**src/rtl/sri_pkg.sv**
```systemverilog
package sri_pkg;

  localparam int IDX_W  = 8;
  localparam int PHYS_W = IDX_W + 1;
  localparam int MODE_W = 5;
  localparam int LVL_W  = 2;
  localparam int CSEL_W = 5;
  localparam int GPR_W  = 4;

  // logical index map
  localparam logic [IDX_W-1:0] L_SP_ALIAS = 8'h20;
  localparam logic [IDX_W-1:0] L_STATUS   = 8'h30;
  localparam logic [3:0]       L_SHARED_HI = 4'h4;
  localparam logic [IDX_W-1:0] L_SH_A     = 8'h40;
  localparam logic [IDX_W-1:0] L_SH_B     = 8'h44;
  localparam logic [IDX_W-1:0] L_SH_EVF   = 8'h48;
  localparam logic [IDX_W-1:0] L_REMAP_A  = 8'h50;
  localparam logic [IDX_W-1:0] L_ATTR_A   = 8'h54;
  localparam logic [IDX_W-1:0] L_REMAP_B  = 8'h58;
  localparam logic [IDX_W-1:0] L_ATTR_B   = 8'h5C;
  localparam logic [IDX_W-1:0] L_EVTYPE   = 8'h60;
  localparam logic [IDX_W-1:0] L_CYCFILT  = 8'h61;
  localparam logic [CSEL_W-1:0] CYC_SEL   = 5'd31;

  // physical index map
  localparam logic [PHYS_W-1:0] P_FIQ    = 9'h100;
  localparam logic [PHYS_W-1:0] P_PAIRS  = 9'h108;
  localparam logic [PHYS_W-1:0] P_HYP13  = 9'h112;
  localparam logic [PHYS_W-1:0] P_SP     = 9'h118;
  localparam logic [PHYS_W-1:0] P_STATUS = 9'h120;

  // mode codes
  localparam logic [MODE_W-1:0] M_EL0T = 5'h00;
  localparam logic [MODE_W-1:0] M_EL1T = 5'h04;
  localparam logic [MODE_W-1:0] M_EL1H = 5'h05;
  localparam logic [MODE_W-1:0] M_EL2T = 5'h08;
  localparam logic [MODE_W-1:0] M_EL2H = 5'h09;
  localparam logic [MODE_W-1:0] M_EL3T = 5'h0C;
  localparam logic [MODE_W-1:0] M_EL3H = 5'h0D;
  localparam logic [MODE_W-1:0] M_USR  = 5'h10;
  localparam logic [MODE_W-1:0] M_FIQ  = 5'h11;
  localparam logic [MODE_W-1:0] M_IRQ  = 5'h12;
  localparam logic [MODE_W-1:0] M_SVC  = 5'h13;
  localparam logic [MODE_W-1:0] M_MON  = 5'h16;
  localparam logic [MODE_W-1:0] M_ABT  = 5'h17;
  localparam logic [MODE_W-1:0] M_HYP  = 5'h1A;
  localparam logic [MODE_W-1:0] M_UND  = 5'h1B;
  localparam logic [MODE_W-1:0] M_SYS  = 5'h1F;

  localparam logic [3:0] NO_SLOT = 4'hF;

  function automatic logic mode_known(input logic [MODE_W-1:0] m);
    case (m)
      M_EL0T, M_EL1T, M_EL1H, M_EL2T, M_EL2H, M_EL3T, M_EL3H,
      M_USR, M_FIQ, M_IRQ, M_SVC, M_MON, M_ABT, M_HYP, M_UND, M_SYS:
        return 1'b1;
      default: return 1'b0;
    endcase
  endfunction

  function automatic logic [LVL_W-1:0] mode_level(input logic [MODE_W-1:0] m);
    case (m)
      M_EL1T, M_EL1H, M_FIQ, M_IRQ, M_SVC, M_ABT, M_UND, M_SYS: return 2'd1;
      M_EL2T, M_EL2H, M_HYP:                                    return 2'd2;
      M_EL3T, M_EL3H, M_MON:                                    return 2'd3;
      default:                                                  return 2'd0;
    endcase
  endfunction

  // slot of the r13/r14 pair for modes that bank only those two
  function automatic logic [3:0] pair_slot(input logic [MODE_W-1:0] m);
    case (m)
      M_IRQ:   return 4'd0;
      M_SVC:   return 4'd1;
      M_ABT:   return 4'd2;
      M_UND:   return 4'd3;
      M_MON:   return 4'd4;
      default: return NO_SLOT;
    endcase
  endfunction

  function automatic logic [3:0] status_slot(input logic [MODE_W-1:0] m);
    case (m)
      M_EL1T, M_EL1H: return 4'd0;
      M_EL2T, M_EL2H: return 4'd1;
      M_EL3T, M_EL3H: return 4'd2;
      M_FIQ:          return 4'd3;
      M_IRQ:          return 4'd4;
      M_SVC:          return 4'd5;
      M_MON:          return 4'd6;
      M_ABT:          return 4'd7;
      M_HYP:          return 4'd8;
      M_UND:          return 4'd9;
      default:        return NO_SLOT;
    endcase
  endfunction

  function automatic logic bank_parent(input logic [IDX_W-1:0] i);
    return (i[IDX_W-1] || (i[IDX_W-1:4] == 4'h5)) && (i[1:0] == 2'b00);
  endfunction

endpackage

```
**src/rtl/sri_gpr_map.sv**
```systemverilog
module sri_gpr_map
  import sri_pkg::*;
(
  input  logic [GPR_W-1:0]  gidx,
  input  logic [MODE_W-1:0] mode,
  input  logic              wide,
  output logic [PHYS_W-1:0] phys
);
  logic [3:0]        slot;
  logic [PHYS_W-1:0] ident;
  logic              is_pair_reg;
  logic              is_fiq_reg;

  assign slot        = pair_slot(mode);
  assign ident       = PHYS_W'(gidx);
  assign is_pair_reg = (gidx == 4'd13) || (gidx == 4'd14);
  assign is_fiq_reg  = (gidx >= 4'd8) && (gidx <= 4'd14);

  always_comb begin
    phys = ident;
    if (!wide) begin
      if (mode == M_FIQ && is_fiq_reg)
        phys = P_FIQ + PHYS_W'(gidx - 4'd8);
      else if (mode == M_HYP && gidx == 4'd13)
        phys = P_HYP13;
      else if (slot != NO_SLOT && is_pair_reg)
        phys = P_PAIRS + PHYS_W'({slot, 1'b0}) + PHYS_W'(gidx == 4'd14);
    end
  end

  // flat table in 64-bit state
  always_comb begin
    assert_flat_wide_R2: assert (!wide || phys == ident)
      else $error("wide state remapped a register");
  end

  // banked copies stay inside the banked GPR region
  always_comb begin
    assert_bank_region_R1: assert (phys == ident || (phys >= P_FIQ && phys <= P_HYP13))
      else $error("gpr bank out of region");
  end
endmodule

```
**src/rtl/sri_ctx_sel.sv**
```systemverilog
module sri_ctx_sel
  import sri_pkg::*;
(
  input  logic [MODE_W-1:0] mode,
  input  logic              sp_sel,
  output logic [PHYS_W-1:0] sp_phys,
  output logic [PHYS_W-1:0] status_phys,
  output logic              status_none,
  output logic              mode_bad
);
  logic [LVL_W-1:0] lvl;
  logic [LVL_W-1:0] sp_lvl;
  logic [3:0]       sslot;

  assign lvl      = mode_level(mode);
  assign sslot    = status_slot(mode);
  assign mode_bad = !mode_known(mode);

  always_comb begin
    sp_lvl = lvl;
    if (!sp_sel && lvl != 2'd0) sp_lvl = 2'd0;
  end

  assign sp_phys     = P_SP + PHYS_W'(sp_lvl);
  assign status_none = (sslot == NO_SLOT);
  assign status_phys = status_none ? PHYS_W'(L_STATUS) : P_STATUS + PHYS_W'(sslot);

  // an undefined mode never owns a saved-status copy
  always_comb begin
    assert_bad_has_none_R10: assert (!mode_bad || status_none)
      else $error("undefined mode got a status slot");
  end

  // stack pointer of level 0 whenever stack-select is clear
  always_comb begin
    assert_sp0_when_clear_R3: assert (sp_sel || sp_phys == P_SP)
      else $error("stack select clear but not level 0");
  end
endmodule

```
**src/rtl/sri_shared_res.sv**
```systemverilog
module sri_shared_res
  import sri_pkg::*;
(
  input  logic [IDX_W-1:0]  idx,
  input  logic              eae,
  input  logic [CSEL_W-1:0] csel,
  input  logic              sec,
  output logic [IDX_W-1:0]  mapped,
  output logic [IDX_W-1:0]  banked,
  output logic              unknown
);
  logic [1:0] off;
  logic       in_range;

  assign off      = idx[1:0];
  assign in_range = (idx[IDX_W-1:4] == L_SHARED_HI);

  always_comb begin
    mapped  = idx;
    unknown = 1'b0;
    if (in_range) begin
      if (idx[3:2] == 2'b00 && off != 2'b11)
        mapped = (eae ? L_ATTR_A : L_REMAP_A) + IDX_W'(off);
      else if (idx[3:2] == 2'b01 && off != 2'b11)
        mapped = (eae ? L_ATTR_B : L_REMAP_B) + IDX_W'(off);
      else if (idx == L_SH_EVF)
        mapped = (csel == CYC_SEL) ? L_CYCFILT : L_EVTYPE;
      else
        unknown = 1'b1;
    end
  end

  always_comb begin
    banked = mapped;
    if (bank_parent(mapped)) banked = mapped + (sec ? 8'd2 : 8'd1);
  end

  // a banked parent always moves by exactly one or two
  always_comb begin
    assert_bank_step_R8: assert (!bank_parent(mapped) ||
                                 (banked - mapped == 8'd1) || (banked - mapped == 8'd2))
      else $error("bad bank offset");
  end

  // the error flag only rises inside the shared range
  always_comb begin
    assert_err_in_range_R9: assert (!unknown || (in_range && mapped == idx))
      else $error("shared error outside range");
  end
endmodule

```
**src/rtl/sysreg_index_resolver.sv**
```systemverilog
module sysreg_index_resolver
  import sri_pkg::*;
(
  input  logic [IDX_W-1:0]  idx_in,
  input  logic [MODE_W-1:0] mode_in,
  input  logic              sp_sel_in,
  input  logic              state64_in,
  input  logic              sec_present_in,
  input  logic              top64_in,
  input  logic              secure_in,
  input  logic              eae_in,
  input  logic [CSEL_W-1:0] ctr_sel_in,
  output logic [PHYS_W-1:0] phys_out,
  output logic              bad_mode_out,
  output logic              no_status_out,
  output logic              mutex_err_out
);
  localparam logic [IDX_W-1:0] GPR_COUNT = IDX_W'(1 << GPR_W);

  logic              sec_eff;
  logic [PHYS_W-1:0] gpr_phys;
  logic [PHYS_W-1:0] sp_phys;
  logic [PHYS_W-1:0] status_phys;
  logic              status_none;
  logic [IDX_W-1:0]  sh_mapped;
  logic [IDX_W-1:0]  sh_banked;
  logic              sh_unknown;
  logic              is_gpr;

  assign sec_eff = sec_present_in && !top64_in && secure_in;
  assign is_gpr  = idx_in < GPR_COUNT;

  sri_gpr_map u_gpr (
    .gidx (idx_in[GPR_W-1:0]),
    .mode (mode_in),
    .wide (state64_in),
    .phys (gpr_phys)
  );

  sri_ctx_sel u_ctx (
    .mode        (mode_in),
    .sp_sel      (sp_sel_in),
    .sp_phys     (sp_phys),
    .status_phys (status_phys),
    .status_none (status_none),
    .mode_bad    (bad_mode_out)
  );

  sri_shared_res u_sh (
    .idx     (idx_in),
    .eae     (eae_in),
    .csel    (ctr_sel_in),
    .sec     (sec_eff),
    .mapped  (sh_mapped),
    .banked  (sh_banked),
    .unknown (sh_unknown)
  );

  always_comb begin
    phys_out      = PHYS_W'(sh_banked);
    no_status_out = 1'b0;
    mutex_err_out = 1'b0;
    if (is_gpr) begin
      phys_out = gpr_phys;
    end else if (idx_in == L_SP_ALIAS) begin
      phys_out = sp_phys;
    end else if (idx_in == L_STATUS) begin
      phys_out      = status_phys;
      no_status_out = status_none;
    end else begin
      mutex_err_out = sh_unknown;
    end
  end

  // a missing saved-status copy falls back to the generic index
  always_comb begin
    assert_status_fallback_R5: assert (!no_status_out || phys_out == PHYS_W'(L_STATUS))
      else $error("fallback index wrong");
  end

  // stack alias lands in the four stack-pointer slots
  always_comb begin
    assert_sp_window_R3: assert (idx_in != L_SP_ALIAS ||
                                 (phys_out >= P_SP && phys_out <= P_SP + 9'd3))
      else $error("stack alias outside window");
  end

  // a known saved-status request lands in the ten status slots
  always_comb begin
    assert_status_window_R4: assert (idx_in != L_STATUS || no_status_out ||
                                     (phys_out >= P_STATUS && phys_out <= P_STATUS + 9'd9))
      else $error("status outside window");
  end

  // shared entries never resolve into the shared range itself unless flagged
  always_comb begin
    assert_shared_leaves_R6: assert (idx_in[IDX_W-1:4] != L_SHARED_HI || mutex_err_out ||
                                     phys_out[IDX_W-1:4] != L_SHARED_HI)
      else $error("shared entry unresolved");
  end
endmodule

```
**config.mk**
```make
export PLATFORM = sky130hd
export DESIGN_NAME = sysreg_index_resolver
export DESIGN_NICKNAME = d
export VERILOG_FILES = /design/src/rtl/sri_pkg.sv /design/src/rtl/sri_gpr_map.sv /design/src/rtl/sri_ctx_sel.sv /design/src/rtl/sri_shared_res.sv /design/src/rtl/sysreg_index_resolver.sv
export SDC_FILE = /design/constraint.sdc
export NUM_CORES = 1
export LEC_CHECK = 0
export ABC_AREA = 1
export BUFFER_PORTS_ARGS = -buffer_cell sky130_fd_sc_hd__buf_2
export CORE_MARGIN = 2
export CORE_UTILIZATION = 48
export DETAILED_ROUTE_END_ITERATION = 16
export GPL_TIMING_DRIVEN = 0
export PLACE_DENSITY = 0.9
export SLEW_MARGIN = 30
export SYNTH_ARGS = -nofsm -noshare
export SYNTH_HDL_FRONTEND = slang
export SYNTH_SLANG_ARGS = --single-unit
export TNS_END_PERCENT = 100
```
**constraint.sdc**
```tcl
create_clock -name vclk -period 1.9
set_input_delay 0.19 -clock vclk [all_inputs]
set_output_delay 0.19 -clock vclk [all_outputs]
set_load 0.05 [all_outputs]
```
Word level (Yosys, flattened, before mapping)
Memory sizes are Yosys's and may differ from the RTL's.
Cells that the tools add are included.
- add/sub/neg operators: 9
- order comparisons: 3
- equality and inequality tests: 19
- mux-type cells: 29
- reductions and logical operators: 18
- operators by type and width (operator ; number):
    9-bit two-way mux ; 8
    5-bit == test (second input constant) ; 8
    8-bit two-way mux ; 5
    4-bit case mux with 5 select lines ; 1
    8-bit by 2-bit adder with 8-bit output ; 2
    8-bit by 6-bit == test with 1-bit output (second input constant) ; 2
    4-bit == test (second input constant) ; 3
    1-bit two-way mux ; 11
    1-bit logical AND ; 10
    9-bit by 1-bit adder with 9-bit output ; 1
    9-bit by 2-bit adder with 9-bit output (first input constant) ; 1
    9-bit by 4-bit adder with 9-bit output (first input constant) ; 1
    9-bit by 5-bit adder with 9-bit output (first input constant) ; 1
    9-bit adder (first input constant) ; 1
    8-bit adder ; 1
    4-bit by 3-bit == test with 1-bit output (second input constant) ; 2
    8-bit by 7-bit == test with 1-bit output (second input constant) ; 1
    8-bit by 5-bit < comparator with 1-bit output (second input constant) ; 1
    3-bit two-way mux ; 2
    4-bit by 4-bit subtractor with 5-bit output (second input constant) ; 1
    4-bit greater-or-equal comparator (second input constant) ; 1
    4-bit less-or-equal comparator (second input constant) ; 1
    2-bit logical NOT ; 2
    2-bit two-way mux ; 2
    6 further kinds ; 9
- register bits after elaboration: 0
- bits in read-only memories: 224
- input port bits: 24
- output and inout port bits: 12
- word-level logic and storage cells: 81
- memories kept: 3
- memories (memory ; depth ; width ; read ports ; clocked after memory_dff ; write ports ; RTL line ; text):
    (name not given) ; 32 ; 4 ; 1 ; 0 ; 0 ; sri_pkg.sv:83 ; case (m)
    (name not given) ; 32 ; 2 ; 1 ; 0 ; 0 ; sri_pkg.sv:62 ; case (m)
    (name not given) ; 32 ; 1 ; 1 ; 0 ; 0 ; sri_pkg.sv:53 ; case (m)

Depth between registers and ports, before layout
- word-level depth: 13
- mapped depth: 16

Modules after synthesis
Synthesis repeated with hierarchy kept, for this count alone.
- cell total of the unflattened synthesis: 314
- area total of the unflattened synthesis: 1592.8 µm²
- by module, submodules not included (module ; times used ; cells an instance ; area each (µm²) ; seq. area each (µm²)):
    sysreg_index_resolver ; 1 ; 99 ; 476.7 ; 0.0
    sri_shared_res ; 1 ; 80 ; 424.2 ; 0.0
    sri_gpr_map ; 1 ; 74 ; 357.8 ; 0.0
    sri_ctx_sel ; 1 ; 61 ; 334.1 ; 0.0

Worst setup path before layout
OpenSTA, ideal clock, no wires.
- path kind: in2out
- start point: input idx_in[3]
- end point: output phys_out[6]
- data arrival time: 2217 ps
- path slack: -507 ps
- stages: 11
- path buffers: 1
- path through: buf_4 -> nand2_2 -> nor2_4 -> nand2_4 -> nand2_1 -> nand2_2 -> inv_1 -> ha_1 -> fa_1 -> nand4_1 -> xor2_1
- cells in the longest elaborated chain, start to end: 12
- elaborated cells between the ends (all ways): 37
- classes of those cells: add/sub: 4; order compare: 3; eq/ne: 7; mux: 12; reduce/logical: 11
- RTL lines (element ; RTL line ; text):
    start, declared ; sysreg_index_resolver.sv:4 ; input logic [IDX_W-1:0] idx_in,
    branches (longest 11 deep; another with 8-bit adder) ; -- ;
    9-bit two-way mux (*) ; sysreg_index_resolver.sv:63 ; if (is_gpr) begin
    end, declared ; sysreg_index_resolver.sv:13 ; output logic [PHYS_W-1:0] phys_out,
Mark *: on every way between the ends.

Worst setup path after layout
- start point: input idx_in[4]
- end point: output phys_out[3]
- cells in the longest elaborated chain, start to end: 12
- elaborated cells between the ends (all ways): 18
- classes of those cells: add/sub: 1; order compare: 1; eq/ne: 5; mux: 8; reduce/logical: 3
- RTL lines (element ; RTL line):
    branches (longest 11 deep; another with 8-bit adder) ; --
    9-bit two-way mux (*) ; sysreg_index_resolver.sv:63
Marks and branches as above.

==> flow_metrics.py <==
metrics = {
    "timing": {
        "hold_violations": 0,
        "slew_violations": 0,
        "finalCriticalPeriod_ps": 2210,
        "tns_ps": -2010,
        "setup_violations": 9,
        "whs_ps": 773,
        "fin_crit_sh_pct": 117,
        "max_freq_ghz": 0.452,
        "setup_ws_ps": -315,
        "tightest_slew_ps": 366,
        "rsz0062_at_grt": "true",
        "max-slew-margin-rel_pct": 75.5,
    },
    "power": {
        "power_density_nw_per_um2": 247,
        "leakage_nw": 0.885,
        "p_switching_uw": 248,
        "pwr-share-comb_pct": 100.0,
        "clockPowerShare_pct": 0,
        "p_sw_share_pct": 62.1,
        "seq_power_share_pct": 0,
        "ir_worst_vdd_mv": 0.185,
        "internal_power_uw": 151,
    },
    "floorplan": {
        "start_util_pct": 51.1,
        "dieWidth_microns": 49.9,
        "core_sq_um": 1980,
        "die_height_microns": 49.9,
        "ios": 36,
        "rows": 16,
        "die_area_sq_um": 2490,
    },
    "run": {
        "cap_violations": 0,
    },
    "placement": {
        "dp_hpwl_microns": 2410,
        "port_buffers": 34,
        "dp_slack_ps": -497,
        "placed_cell_area_sq_um": 1300,
        "gp_congestion": 0.920,
    },
    "status": {
        "status": "finished with violations",
        "violations": "negative setup slack",
    },
    "synthesis": {
        "syn_area_sq_um": 1010,
        "netlist_top_cells_area": "nand2_1 (21%), inv_1 (13%), nand3_1 (11%)",
        "synth_cells": 205,
        "synth_nets": 232,
        "yosysMostFrequentCell": "nand2_1",
        "synth.cells.most_frequent": "nand2_1 (57), inv_1 (35), nand3_1 (22), nor2_1 (22), nand4_1 (10)",
        "yosys.area.top_type": "nand2_1",
        "synth_top_area_share_pct": 21.1,
        "ys_seq_area_share_pct": 0,
        "ys_types": 31,
        "yosys_warnings": 0,
        "avgSynthCellArea_sq_um": 4.94,
    },
    "worst_setup_path": {
        "cp.arrival_ps": 2020,
        "cp.required_ps": 1710,
        "crit_path_start_kind": "input port",
        "crit_fanout": 3,
        "endpoint_kind": "primary output",
        "crit_type": "in2out",
    },
    "detailed_routing": {
        "ant_nets": 0,
        "routedWlPerCell_microns": 14.1,
        "vias_per_cell": 5.71,
        "vias": 1600,
        "routed_wl_microns": 3940,
        "drc_errors": 0,
        "drt_iter0_drc": 78,
        "dr.pass1.iters": 5,
    },
    "cells_and_area": {
        "syn_to_final_growth_pct": 59.6,
        "seq_cell_count": 0,
        "final.clkbuf_count": 0,
        "drive_gt1_share_pct": 40.3,
        "fin_util_pct": 81.5,
        "diodes": 0,
        "regArea_sq_um": 0,
        "fillers": 131,
        "fin_area_sq_um": 1620,
        "nNetsFinal": 282,
    },
    "grt": {
        "grt-busiest-layer": "met2",
        "use_met3_pct": 3.03,
        "met2_usage_pct": 52.2,
        "grt_pass1_vias": 1359,
        "track_usage_pct": 29.5,
        "antenna_found_initial": 0,
        "grt_pass1_wl_microns": 5820,
        "grt_overflow": 0,
        "grt_start_max_net_pins": 10,
        "grt_use_met1_pct": 35.1,
    },
    "clock_network": {
        "cts_hold_buf": 0,
    },
    "min_path": {
        "hold_depth": 4,
        "min_path_type": "in2out",
    },
}
==> routing by layer <==
metal / wire length, microns / vias to the layer above
met5: 0 / -
met4: 196 / 0
met3: 312 / 24
met2: 1960 / 109
met1: 1480 / 706
li1: - / 761
==> power groups by stage <==
stage	Clock [mW]	Sequential (mW)	Combinational (mW)
6_report	0	0	0.399
5_1_grt	0	0	0.425
4_1_cts	0	0	0.360
3_5_place_dp	0	0	0.295
3_3_place_gp	0	0	0.290
2_1_floorplan	0	0	0.217
==> layout make-up <==
class              count  area [sq um]  area share, %
repair buffers        47           387           23.9
multi-input cells    162          1000           62.1
inverters             41           171           10.6
plain buffers          3          20.0           1.24
well taps             27          33.8           2.09
==> cell families after synthesis <==
| logic type | count (synthesis) | share of synthesized area (%) |
|---|---|---|
| xor+xnor | 2 | 1.73 |
| buf+inv | 44 | 16.8 |
| compound gates | 21 | 12.6 |
| simple gates | 135 | 64.4 |
| fa+ha+maj | 3 | 4.45 |
==> worst paths after layout <==
| path | from | end |
|---|---|---|
| worst max-delay path | idx_in[4] | phys_out[3] |
| worst min-delay path | idx_in[7] | phys_out[7] |
==> cells in the final DEF, fill, tap and decap left out, types with 3 or more instances in the layout <==
master   instances
inv_1           29
buf_6            8
buf_4           13
inv_2            6
inv_4            4
buf_8            6
nor2_2           3
nand2_2         14
nand2_1         47
buf_2           21
nand2_4          5
nor3_1           4
nand3_2          3
nor2_1          20
o21ai_1          3
o21ai_0          6
nor2_4           6
nand3_1         17
a21oi_1          6
nand4_1         10
==> worst max-delay path, stage by stage <==
cell and delay (ps):
buf_8 100, nor2_4 150, nand2_2 80, nor2_1 100, nand2_1 90, nand2_4 110
inv_4 40, ha_4 150, buf_4 130, a21oi_2 130, inv_2 80, nand2_2 90
xnor2_2 120, nand2_1 80, nand3_2 110, nand2_2 70, inv_2 60, buf_8 130
==> timing repair <==
item,CTS,global route
pin swaps,27,12
cloned,1,0
endpoints found under the setup margin,8,8
buffers inserted,9,4
resized for setup,53,11
==> per-stage QoR <==
step	cells	total power, mW
final	280	0.399
after global routing	280	0.425
after CTS	276	0.360
after detailed placement	266	0.295
after global placement	266	0.290
after floorplan	205	0.217
(Power assumes the default switching activity.)
